===== config.mk =====
export PLATFORM = sky130hd
export DESIGN_NAME = rom_bank_decoder
export DESIGN_NICKNAME = d
export VERILOG_FILES = /design/src/rtl/rbk_pkg.sv /design/src/rtl/rbk_decode.sv /design/src/rtl/rbk_bank_reg.sv /design/src/rtl/rbk_rdata_mux.sv /design/src/rtl/rom_bank_decoder.sv
export SDC_FILE = /design/constraint.sdc
export NUM_CORES = 1
export LEC_CHECK = 0
export ABC_AREA = 1
export ABC_CLOCK_PERIOD_IN_PS = 1700
export CAP_MARGIN = 20
export CORE_MARGIN = 2
export CORE_UTILIZATION = 27
export DETAILED_ROUTE_END_ITERATION = 10
export GPL_TIMING_DRIVEN = 0
export PLACE_DENSITY_LB_ADDON = 0.3
export SKIP_LAST_GASP = 1
export SLEW_MARGIN = 20
export SYNTH_ARGS = -nofsm -noshare
export SYNTH_HDL_FRONTEND = slang
export SYNTH_HIERARCHICAL = 1
export SYNTH_SLANG_ARGS = --single-unit

===== constraint.sdc =====
create_clock -name clk -period 1.7 [get_ports clk]
set_input_delay 0.34 -clock clk [delete_from_list [all_inputs] [get_ports clk]]
set_output_delay 0.34 -clock clk [all_outputs]
set_load 0.05 [all_outputs]

===== src/rtl/rbk_pkg.sv =====
`timescale 1ns/1ps
package rbk_pkg;

  localparam int DATA_W  = 8;
  localparam int NUM_PER = 6;

  localparam logic [15:0] FROM_END  = 16'h2FFF;
  localparam logic [15:0] WIN_BASE  = 16'h3000;
  localparam logic [15:0] XRAM_BASE = 16'h8000;
  localparam logic [15:0] CRAM_BASE = 16'hC000;
  localparam logic [15:0] CRAM_END  = 16'hDFFF;
  localparam logic [7:0]  PER_HI    = 8'hFC;

  typedef enum logic [2:0] {
    RG_NONE, RG_FROM, RG_BROM, RG_TRIG, RG_MRAM, RG_XRAM, RG_CRAM, RG_PER
  } rbk_region_e;

  // Peripheral slot lookup: {valid, index}. Slot 5 and 7 are holes.
  function automatic logic [3:0] per_slot(input logic [2:0] sub);
    case (sub)
      3'd0, 3'd1, 3'd2, 3'd3, 3'd4: per_slot = {1'b1, sub};
      3'd6:                         per_slot = {1'b1, 3'd5};
      default:                      per_slot = 4'd0;
    endcase
  endfunction

endpackage


===== src/rtl/rbk_decode.sv =====
`timescale 1ns/1ps
module rbk_decode
  import rbk_pkg::*;
#(
  parameter int BANK_COUNT = 8,
  parameter int PAGE_BITS  = 12
) (
  input  logic [15:0]  addr,
  output rbk_region_e  region,
  output logic [2:0]   per_idx
);

  localparam logic [15:0] WIN_END   = 16'(int'(WIN_BASE) + (1 << PAGE_BITS) - 1);
  localparam logic [15:0] TRIG_BASE = 16'(int'(WIN_BASE) + (1 << PAGE_BITS) - BANK_COUNT);

  logic [3:0] slot;

  always_comb begin
    region  = RG_NONE;
    per_idx = '0;
    slot    = per_slot(addr[7:5]);
    if (addr <= FROM_END)         region = RG_FROM;
    else if (addr < TRIG_BASE)    region = RG_BROM;
    else if (addr <= WIN_END)     region = RG_TRIG;
    else if (addr < XRAM_BASE)    region = RG_MRAM;
    else if (addr < CRAM_BASE)    region = RG_XRAM;
    else if (addr <= CRAM_END)    region = RG_CRAM;
    else if (addr[15:8] == PER_HI && slot[3]) begin
      region  = RG_PER;
      per_idx = slot[2:0];
    end
  end

endmodule


===== src/rtl/rbk_bank_reg.sv =====
`timescale 1ns/1ps
module rbk_bank_reg #(
  parameter int BANK_W = 3
) (
  input  logic              clk,
  input  logic              rst_n,
  input  logic              load,
  input  logic [BANK_W-1:0] load_val,
  output logic [BANK_W-1:0] bank
);

  always_ff @(posedge clk or negedge rst_n) begin
    if (!rst_n)    bank <= '0;
    else if (load) bank <= load_val;
  end

endmodule


===== src/rtl/rbk_rdata_mux.sv =====
`timescale 1ns/1ps
module rbk_rdata_mux #(
  parameter int          DATA_W    = 8,
  parameter logic [7:0]  RET_OP    = 8'hC9,
  parameter logic [7:0]  FILL_BYTE = 8'hFF
) (
  input  logic              trig,
  input  logic              hit,
  input  logic [DATA_W-1:0] mem_rdata,
  output logic [DATA_W-1:0] cpu_rdata
);

  always_comb begin
    if (trig)     cpu_rdata = DATA_W'(RET_OP);
    else if (hit) cpu_rdata = mem_rdata;
    else          cpu_rdata = DATA_W'(FILL_BYTE);
  end

endmodule


===== src/rtl/rom_bank_decoder.sv =====
`timescale 1ns/1ps
module rom_bank_decoder
  import rbk_pkg::*;
#(
  parameter int         BANK_COUNT = 8,
  parameter int         PAGE_BITS  = 12,
  parameter logic [7:0] RET_OP     = 8'hC9,
  parameter logic [7:0] FILL_BYTE  = 8'hFF
) (
  input  logic                                  clk,
  input  logic                                  rst_n,
  input  logic [15:0]                           addr,
  input  logic                                  rd,
  input  logic                                  wr,
  input  logic                                  inspect,
  input  logic [7:0]                            mem_rdata,
  output logic [7:0]                            cpu_rdata,
  output logic                                  cs_from,
  output logic                                  cs_brom,
  output logic                                  cs_mram,
  output logic                                  cs_xram,
  output logic                                  cs_cram,
  output logic [5:0]                            cs_per,
  output logic                                  trig_rd,
  output logic                                  scr_wr,
  output logic [$clog2(BANK_COUNT)+PAGE_BITS-1:0] rom_paddr
);

  localparam int BANK_W  = $clog2(BANK_COUNT);
  localparam int PADDR_W = BANK_W + PAGE_BITS;

  function automatic logic [PADDR_W-1:0] page_addr(input logic [BANK_W-1:0] b,
                                                   input logic [PAGE_BITS-1:0] off);
    return {b, off};
  endfunction

  rbk_region_e       region;
  logic [2:0]        per_idx;
  logic [BANK_W-1:0] bank_q;
  logic              access;
  logic              bank_load;
  logic              any_cs;

  rbk_decode #(.BANK_COUNT(BANK_COUNT), .PAGE_BITS(PAGE_BITS)) u_dec (
    .addr    (addr),
    .region  (region),
    .per_idx (per_idx)
  );

  assign access  = rd | wr;
  // ROM and trigger regions respond to reads only
  assign cs_from = rd && (region == RG_FROM);
  assign cs_brom = rd && (region == RG_BROM);
  assign trig_rd = rd && (region == RG_TRIG);
  assign cs_mram = access && (region == RG_MRAM);
  assign cs_xram = access && (region == RG_XRAM);
  assign cs_cram = access && (region == RG_CRAM);
  assign scr_wr  = wr && (addr == XRAM_BASE);

  for (genvar i = 0; i < NUM_PER; i++) begin : g_per
    assign cs_per[i] = access && (region == RG_PER) && (per_idx == 3'(i));
  end

  assign bank_load = trig_rd && !inspect;

  rbk_bank_reg #(.BANK_W(BANK_W)) u_bank (
    .clk      (clk),
    .rst_n    (rst_n),
    .load     (bank_load),
    .load_val (addr[BANK_W-1:0]),
    .bank     (bank_q)
  );

  assign rom_paddr = page_addr(bank_q, addr[PAGE_BITS-1:0]);

  assign any_cs = cs_from | cs_brom | cs_mram | cs_xram | cs_cram | (|cs_per);

  rbk_rdata_mux #(.DATA_W(DATA_W), .RET_OP(RET_OP), .FILL_BYTE(FILL_BYTE)) u_mux (
    .trig      (trig_rd),
    .hit       (any_cs),
    .mem_rdata (mem_rdata),
    .cpu_rdata (cpu_rdata)
  );

endmodule


# ---- After elaboration in Yosys (flattened, before gate mapping)
# Index checks and enable logic that the tools add are counted.
dict set report word_totals {
  elab_cells 70
  inputBits 29
  ff_bits 3
  output_inout_bits 36
}
dict set report op_classes {
  muxes 17
  n_eq_ne 19
  n_reduce_logical 21
  n_bitwise 6
  n_lt_le_gt_ge 6
}
# op count
set op_table {}
lappend op_table {{2-to-1 mux 3 bit} 14}
lappend op_table {{<= comparator 16 x 14 -> 1 bit, second input constant} 2}
lappend op_table {{< comparator 16 bit, second input constant} 2}
lappend op_table {{== test 3 bit, second input constant} 8}
lappend op_table {{== test 3 x 2 -> 1 bit, second input constant} 6}
lappend op_table {{== test 16 bit, second input constant} 1}
lappend op_table {{<= comparator 16 bit, second input constant} 1}
lappend op_table {{logical AND 1 bit} 16}
lappend op_table {{< comparator 16 x 14 -> 1 bit, second input constant} 1}
lappend op_table {{2-to-1 mux 8 bit} 2}
lappend op_table {{== test 3 x 1 -> 1 bit, second input constant} 3}
lappend op_table {{== test 8 bit, second input constant} 1}
lappend op_table {{case mux 4 bit (2 select lines)} 1}
lappend op_table {{zero test 3 bit} 2}
lappend op_table {{OR 1 bit} 6}
lappend op_table {{OR reduction 6 bit} 1}
lappend op_table {{OR reduction 5 bit} 1}
lappend op_table {{zero test 1 bit} 1}

# ---- Logic depth before layout (Yosys ltp)
# Gate-level depths: netlist of run 1.
dict set report depth {
  depth_word 20
  mapped_depth 15
  depth_no_buf 14
}

# ---- By module
# The synthesis of run 1 kept the hierarchy.
# module cells_per_inst area_each_um2 seq_area_each_um2 instances
set by_module_without_submodules {}
lappend by_module_without_submodules {rom_bank_decoder 63 322.8 0.0 1}
lappend by_module_without_submodules {rbk_decode 38 160.2 0.0 1}
lappend by_module_without_submodules {rbk_bank_reg 13 112.6 75.1 1}
lappend by_module_without_submodules {rbk_rdata_mux 14 73.8 0.0 1}

# ---- Worst setup path after synthesis of run 1
# No wires, ideal clock.
dict set report synth_path {
  kind {input -> output}
  from {in addr[13]}
  to {out cpu_rdata[0]}
  arrival_ns 2.428
  path_buffers 0
  path_slack_ns -1.068
  t_required_ns 1.360
  cell_stages 10
  cell_sequence {nand2_1 nor2_2 nand3_2 nand2_1 nand2_1 nand2_1 nand2_2 nor2_1 inv_1 nand3b_1}
}
dict set report synth_between {
  word_cells_on_any_way 56
  classes_between {order compare: 6; eq/ne: 13; mux: 16; bitwise: 5; reduce/logical: 16}
}
# item line
set synth_rtl {}
lappend synth_rtl {{start, declared} rom_bank_decoder.sv:12} ;# input logic [15:0] addr,
lappend synth_rtl {{branches (longest 8 deep; another with <= comparator 16 bit)} n/a}
lappend synth_rtl {{2-to-1 mux 3 bit (*)} rbk_decode.sv:22} ;# if (addr <= FROM_END) region = RG_FROM;
lappend synth_rtl {{via region[1]} rom_bank_decoder.sv:37} ;# rbk_region_e region;
lappend synth_rtl {{== test 3 x 2 -> 1 bit (*)} rom_bank_decoder.sv:54} ;# assign trig_rd = rd && (region == RG_TRIG);
lappend synth_rtl {{logical AND 1 bit (*)} rom_bank_decoder.sv:54}
lappend synth_rtl {{via trig_rd} rom_bank_decoder.sv:24} ;# output logic trig_rd,
lappend synth_rtl {{2-to-1 mux 8 bit (*)} rbk_rdata_mux.sv:14} ;# if (trig) cpu_rdata = DATA_W'(RET_OP);
lappend synth_rtl {{end, declared} rom_bank_decoder.sv:17} ;# output logic [7:0] cpu_rdata,
# Mark *: on every way through the listed nets, which the timed path passes.

# ---- Worst setup path after layout of run 1
dict set report layout_path {
  from {in addr[9]}
  to {out cpu_rdata[4]}
}
dict set report layout_between {
  word_cells_on_any_way 56
  classes_between {order compare: 6; eq/ne: 13; mux: 16; bitwise: 5; reduce/logical: 16}
}
# item line
set layout_rtl {}
lappend layout_rtl {{branches (longest 8 deep; another with <= comparator 16 bit)} n/a}
lappend layout_rtl {{2-to-1 mux 3 bit (*)} rbk_decode.sv:22}
lappend layout_rtl {{via per_idx[2]} rom_bank_decoder.sv:38} ;# logic [2:0] per_idx;
lappend layout_rtl {{== test 3 x 1 -> 1 bit (tied with other cells)} rom_bank_decoder.sv:61} ;# assign cs_per[i] = access && (region == RG_PER) && (per_idx == 3'(i));
lappend layout_rtl {{logical AND 1 bit} rom_bank_decoder.sv:61}
lappend layout_rtl {{OR reduction 6 bit (*)} rom_bank_decoder.sv:76} ;# assign any_cs = cs_from | cs_brom | cs_mram | cs_xram | cs_cram | (|cs_per);
lappend layout_rtl {{OR 1 bit (*)} rom_bank_decoder.sv:76}
lappend layout_rtl {{via any_cs} rom_bank_decoder.sv:42} ;# logic any_cs;
lappend layout_rtl {{2-to-1 mux 8 bit (*)} rbk_rdata_mux.sv:15} ;# else if (hit) cpu_rdata = mem_rdata;
lappend layout_rtl {{2-to-1 mux 8 bit (*)} rbk_rdata_mux.sv:14}
# Marks and branches as above.

==> results of run 1 <==
[stage by stage]
stage / setup slack (ns) / instances / TNS, ns
CTS: -0.469 / 241 / -6.81
global placement: -1.56 / 222 / -35.86
floorplan: -0.421 / 128 / -5.42
finish: -0.459 / 245 / -7.31
global route: -0.527 / 245 / -8.54
detailed placement: -1.66 / 222 / -37.36
[cell families after synthesis]
kind of cell	count (synthesis)	share of synthesized area
flops	3	0.112
simple gates	85	0.579
compound gates	8	0.0598
buf+inv	32	0.249
[cells in the final DEF, fill, tap and decap left out, drive strengths merged, types with 2 or more instances in the layout]
cell type and instances:
a21oi 6, buf 66, clkbuf 4, clkdlybuf4s15 2, clkdlybuf4s50 15, dfrtp 3
dlygate4sd2 9, dlymetal6s2s 3, inv 19, nand2 43, nand3 3, nand3b 4
nor2 24, nor3 7, o21ai 2, or2 2
[repair_timing]
item                       in CTS  in global routing
setup endpoints to repair      39                 26
cloned                          0                  0
setup buffers                  15                  8
hold endpoints to repair        0                  0
gates resized for setup       246                 44
pin swaps                      20                 28
[worst paths after layout]
path                                       end      startpoint  cells after the start  slack [ns]
worst max-delay path              cpu_rdata[4]         addr[9]                     13       -0.46
worst min-delay path            u_bank/bank[2]           rst_n                      1        0.29
worst max register to register  u_bank/bank[0]  u_bank/bank[0]                      2        1.10
worst min register to register  u_bank/bank[1]  u_bank/bank[1]                      2        0.48
max in group asynchronous       u_bank/bank[0]           rst_n                      1        1.26
min in group clk                u_bank/bank[2]         addr[2]                      3        0.43
[per-layer routing]
| layer | up-vias | track usage | share of wire |
|---|---|---|---|
| met2 | 39 | 0.366 | 0.60 |
| li1 | 552 | - | - |
| met3 | 6 | 0.0361 | 0.044 |
| met1 | 541 | 0.193 | 0.34 |
| met5 | - | 0 | 0 |
| met4 | 0 | 0.0641 | 0.015 |
[where the power goes]
| part | switching (mW) | leakage (nW) | internal, mW | total (mW) |
|---|---|---|---|---|
| sequential | 0.00834 | 0.0395 | 0.0863 | 0.0946 |
| clock | 0.0384 | 0.0150 | 0.0881 | 0.126 |
| combinational | 0.390 | 0.851 | 0.243 | 0.632 |
| total | 0.436 | 0.906 | 0.417 | 0.854 |
[critical path: cells and delay by family]
family	cells	cell delay [ns]
AOI/OAI and AO/OA	1	0.16
buffers and inverters	5	0.52
and+or+nand+nor	7	0.79
[final cells by class]
type	instances	area, um2
Clock buffer	4	26.3
Sequential cell	3	75.1
Buffer	12	90.1
Tap cell	30	37.5
Fill cell	179	564
Multi-Input combinational cell	93	692
Inverter	19	86.3
Timing Repair Buffer	84	838
==> reports/metrics.csv, run 1 <==
stage,metric,value,unit
sta,Final min period,2.16,ns
floorplan,Initial Util,0.278,
floorplan,Core ar.,0.00241,mm2
sta,Final Hold Fails,0,
clocking,CTS Buffer Depth,2,
floorplan,# rows,18,
final_layout,diode count,0,
clocking,htree depth,1,
yosys,most common cell in the netlist,nand2_1,
sta,Worst slew margin,0.665,
yosys,Post-Syn Area,669,um2
yosys,syn avg cell area,5.23,um2
global_routing,GRT overflow,0,
status,status,"finished, violations left",
power,PD cells,463,mW/mm2
routing,WL final,3230,um
clocking,TritonCTS Sinks,3,
flow_run,total of max-cap violations,0,
sta,Final Skew,0,ns
final_layout,layout overhead on the synthesized area,176,%
floorplan,DIE AREA,0.00289,mm2
final_layout,Finished Cell Area,0.00185,mm2
clocking,TritonCTS Buffers,3,
routing,vias,1138,
min_path,worst hold path class,in2async,
routing,initial DRC count,6,
clocking,CTS tree,yes,
setup_path,worst-path cell chain,buf_8 > inv_4 > nand2_4 > nor2_4 > buf_4 > buf_4 > nand2_1 > nor3_1 > nand2_1 > nand2_2 > nand2_4 > a21oi_2 > buf_6,
yosys,Mapped Cells,128,
status,failing checks,setup timing,
yosys,Commonest cells post-synth,"nand2_1 (40), nor2_1 (21), inv_1 (17)",
placed_design,instance area at placement,0.00149,mm2
placed_design,IO buf count,64,
sta,hold_ws,0.292,ns
clocking,clock transition at the registers of the reported paths,0.04,ns
yosys,Post-synth top flop,dfrtp_1,
floorplan,Ports,65,
setup_path,Crit Path Class,in2out,
yosys,unique cell type count in the Yosys netlist,21,
power,static leakage,0.906,nW
final_layout,biggest regs,u_bank/bank (3),
sta,final setup margin,-0.459,ns
setup_path,"Max FO, Critical Path",8,
final_layout,Reg with most FFs,u_bank/bank,
yosys,share of the synthesized area in the top cell type,0.224,
sta,RSZ-0062 raised after global routing,yes,
yosys,Async SR Flop Fraction,1.00,
floorplan,width of the die,53.8,um
final_layout,final cell utilization of the core,0.766,
clocking,Worst-Skew Late Latency,0.23,ns
routing,vias per cell,4.64,
yosys,post-synth net total,157,
global_routing,initial antenna violation count,0,
global_routing,largest net degree at the start of global routing,9,
sta,worst slew pin tran,0.500,ns
global_routing,first-pass GRT wire length,4010,um
sta,Final setup violation count,20,
final_layout,Nets,245,
final_layout,share of cells above drive strength 1,0.591,
clocking,"Hold-fix buffers, CTS",0,
setup_path,startpoint types,input pin,
routing,Antenna Nets Post-Route,0,
yosys,sequential fraction of the synthesis area,0.112,
sta,highest clock rate,0.463,GHz
setup_path,"Largest stage delay, worst path",0.24,ns
final_layout,max reg flops,3,
setup_path,Worst EP arrival,1.82,ns
placed_design,post-DP HPWL,1980,um
floorplan,Die Y,53.8,um
yosys,leading area contributor after synthesis,nand2_1,
routing,routed len/inst,13.2,um
yosys,largest cells by area after synthesis,"nand2_1 (22%), buf_4 (13%), nor2_1 (12%)",
routing,First-pass DRT Iterations,4,
yosys,Post-synth EDFFs,0,
clocking,Clock Root Buffer,clkbuf_4,
power,PnR Total Power,854,uW
sta,Tcrit/Tclk final,1.27,
power,Worst VDD drop,0.330,mV
setup_path,CP max-delay cell,nor3_1,
routing,Post-route DRC,0,
placed_design,Placer Congestion,0.798,
yosys,yosys warns,6,
sta,Slew Limit Fails,0,
setup_path,Worst Path Required,1.36,ns
setup_path,crit end category,output pin,
yosys,Seq cells post-synth,3,
global_routing,vias in the first global route,1041,
global_routing,Total GRT Usage,0.187,
No activity file was read; power rests on OpenSTA's default activity.
==> inputs of run 2 (changes only) <==
--- a/config.mk
+++ b/config.mk
@@ -6,7 +6,7 @@
 export NUM_CORES = 1
 export LEC_CHECK = 0
 export ABC_AREA = 1
-export ABC_CLOCK_PERIOD_IN_PS = 1700
+export ABC_CLOCK_PERIOD_IN_PS = 1900
 export CAP_MARGIN = 20
 export CORE_MARGIN = 2
 export CORE_UTILIZATION = 27
==> constraint.sdc (replaced) <==
create_clock -name clk -period 1.9 [get_ports clk]
set_input_delay 0.38 -clock clk [delete_from_list [all_inputs] [get_ports clk]]
set_output_delay 0.38 -clock clk [all_outputs]
set_load 0.05 [all_outputs]
==> run 2 against run 1 <==
  * Clock skew unchanged
  * Hold slack gained 0.029 ns
  * The flow still finishes with violations (setup timing)
  * Sequential share of layout area unchanged
==> reports/metrics.csv, run 2 (same netlist as run 1, synthesis figures left out) <==
stage,metric,value,unit
sta,final setup TNS,-6.07,ns
sta,Tcrit/Tclk final,1.26,
setup_path,startpoint types,input pin,
global_routing,initial antenna violation count,0,
floorplan,DIE AREA,0.00289,mm2
routing,initial DRC count,14,
setup_path,"Max FO, Critical Path",8,
final_layout,fill count,173,
floorplan,Ports,65,
routing,vias per cell,4.72,
floorplan,Core ar.,0.00241,mm2
final_layout,layout overhead on the synthesized area,176,%
clocking,TritonCTS Sinks,3,
setup_path,Crit Path Class,in2out,
clocking,TritonCTS Buffers,3,
power,static leakage,0.880,nW
final_layout,biggest regs,u_bank/bank (3),
routing,Antenna Nets Post-Route,0,
routing,vias,1167,
routing,WL final,3040,um
routing,Post-route DRC,0,
sta,Final Skew,0,ns
sta,worst slew pin tran,0.504,ns
floorplan,# rows,18,
clocking,Clock Root Buffer,clkbuf_4,
routing,First-pass DRT Iterations,4,
final_layout,diode count,0,
setup_path,reg2reg path depth,2,
global_routing,Total GRT Usage,0.201,
sta,RSZ-0062 raised after global routing,yes,
status,failing checks,setup timing,
power,PD cells,431,mW/mm2
power,Worst VDD drop,0.380,mV
placed_design,Placer Congestion,0.794,
final_layout,Nets,247,
placed_design,DP Cell Count,222,
final_layout,max reg flops,3,
global_routing,vias in the first global route,1057,
sta,Final min period,2.39,ns
final_layout,"non-filler cells, final",247,
sta,Final Hold Fails,0,
clocking,Worst-Skew Late Latency,0.24,ns
routing,routed len/inst,12.3,um
clocking,clock transition at the registers of the reported paths,0.04,ns
status,status,"finished, violations left",
sta,Slew Limit Fails,0,
flow_run,total of max-cap violations,0,
setup_path,crit end category,output pin,
global_routing,GRT overflow,0,
clocking,htree depth,1,
final_layout,most frequent cells in the layout,"nand2_1 (30), buf_4 (30), buf_6 (30), clkdlybuf4s50_1 (27), inv_1 (12)",
floorplan,Initial Util,0.278,
sta,highest clock rate,0.418,GHz
setup_path,Worst EP arrival,2.01,ns
global_routing,first-pass GRT wire length,4270,um
placed_design,IO buf count,64,
final_layout,Reg with most FFs,u_bank/bank,
clocking,CTS tree,yes,
floorplan,width of the die,53.8,um
min_path,worst hold path class,in2async,
clocking,CTS Buffer Depth,2,
sta,final setup margin,-0.493,ns
final_layout,share of cells above drive strength 1,0.571,
global_routing,largest net degree at the start of global routing,9,
floorplan,Die Y,53.8,um
placed_design,post-DP HPWL,1980,um
setup_path,Worst Path Required,1.52,ns
sta,Final setup violation count,20,
sta,Worst slew margin,0.663,
run 2: cell count changes in the layout (fill, tap and decap cells not counted), sizes merged:
cell	previous run	this run
inv	19	18
clkdlybuf4s50	15	27
dlymetal6s2s	3	0
dlygate4sd2	9	0
clkdlybuf4s15	2	1
buf	66	68
clkbuf	4	6
clkdlybuf4s18	1	0
clkinv	0	1
run 2: path summary, 6_finish.rpt:
path                                  endpoint  slack [ns]      startpoint
worst max register to register  u_bank/bank[2]        1.26  u_bank/bank[2]
worst min register to register  u_bank/bank[0]        0.47  u_bank/bank[0]
worst max-delay path              cpu_rdata[5]       -0.49              rd
worst min-delay path            u_bank/bank[1]        0.32           rst_n
min in group clk                u_bank/bank[0]        0.47  u_bank/bank[0]
max in group asynchronous       u_bank/bank[2]        1.43           rst_n
run 2: layout make-up:
cell class,instances,area (um2),share of cell area
inverters,19,88.8,0.0481
flip-flops and latches,3,75.1,0.0407
repair buffers,85,853,0.462
plain buffers,13,101,0.0549
clock buffers,4,26.3,0.0142
well taps,30,37.5,0.0203
multi-input cells,93,663,0.359
run 2: routing by layer:
layer  track usage  share of wire  vias to the layer above
met1         0.208           0.34                      541
met2         0.384           0.58                       54
met5             0              0                        -
met3        0.0250          0.059                        8
met4         0.107          0.023                        0
li1              -              -                      564
run 2: through the flow:
step	hold WS [ns]	setup WS, ns	utilization	cell area (um2)	power [mW]
finish	0.321	-0.493	0.766	1850	0.796
global route	0.317	-0.565	0.766	1850	0.842
CTS	0.321	-0.397	0.712	1720	0.759
detailed placement	0.458	-1.48	0.614	1480	0.578
global placement	0.459	-1.44	0.614	1480	0.571
floorplan	0.0844	-0.301	-	802	0.391
run 2: worst max-delay path, cell delays in order:
cell and delay (ns):
clkdlybuf4s50_1 0.49, o21ai_2 0.35, nand2_1 0.14, nand2_1 0.12, nand2_1 0.07, buf_6 0.15
a21oi_2 0.15, buf_6 0.17
run 2: repair_timing:
| item | 4_1_cts | 5_1_grt |
|---|---|---|
| buffers inserted | 15 | 7 |
| pin swaps | 30 | 30 |
| gates resized for setup | 239 | 36 |
| endpoints found under the setup margin | 36 | 25 |
| hold buffers | 0 | 0 |
run 2: power breakdown:
part,switching (mW),internal [mW]
Clock,0.0405,0.0792
Sequential,0.00723,0.0772
Combinational,0.344,0.248
Total,0.392,0.404
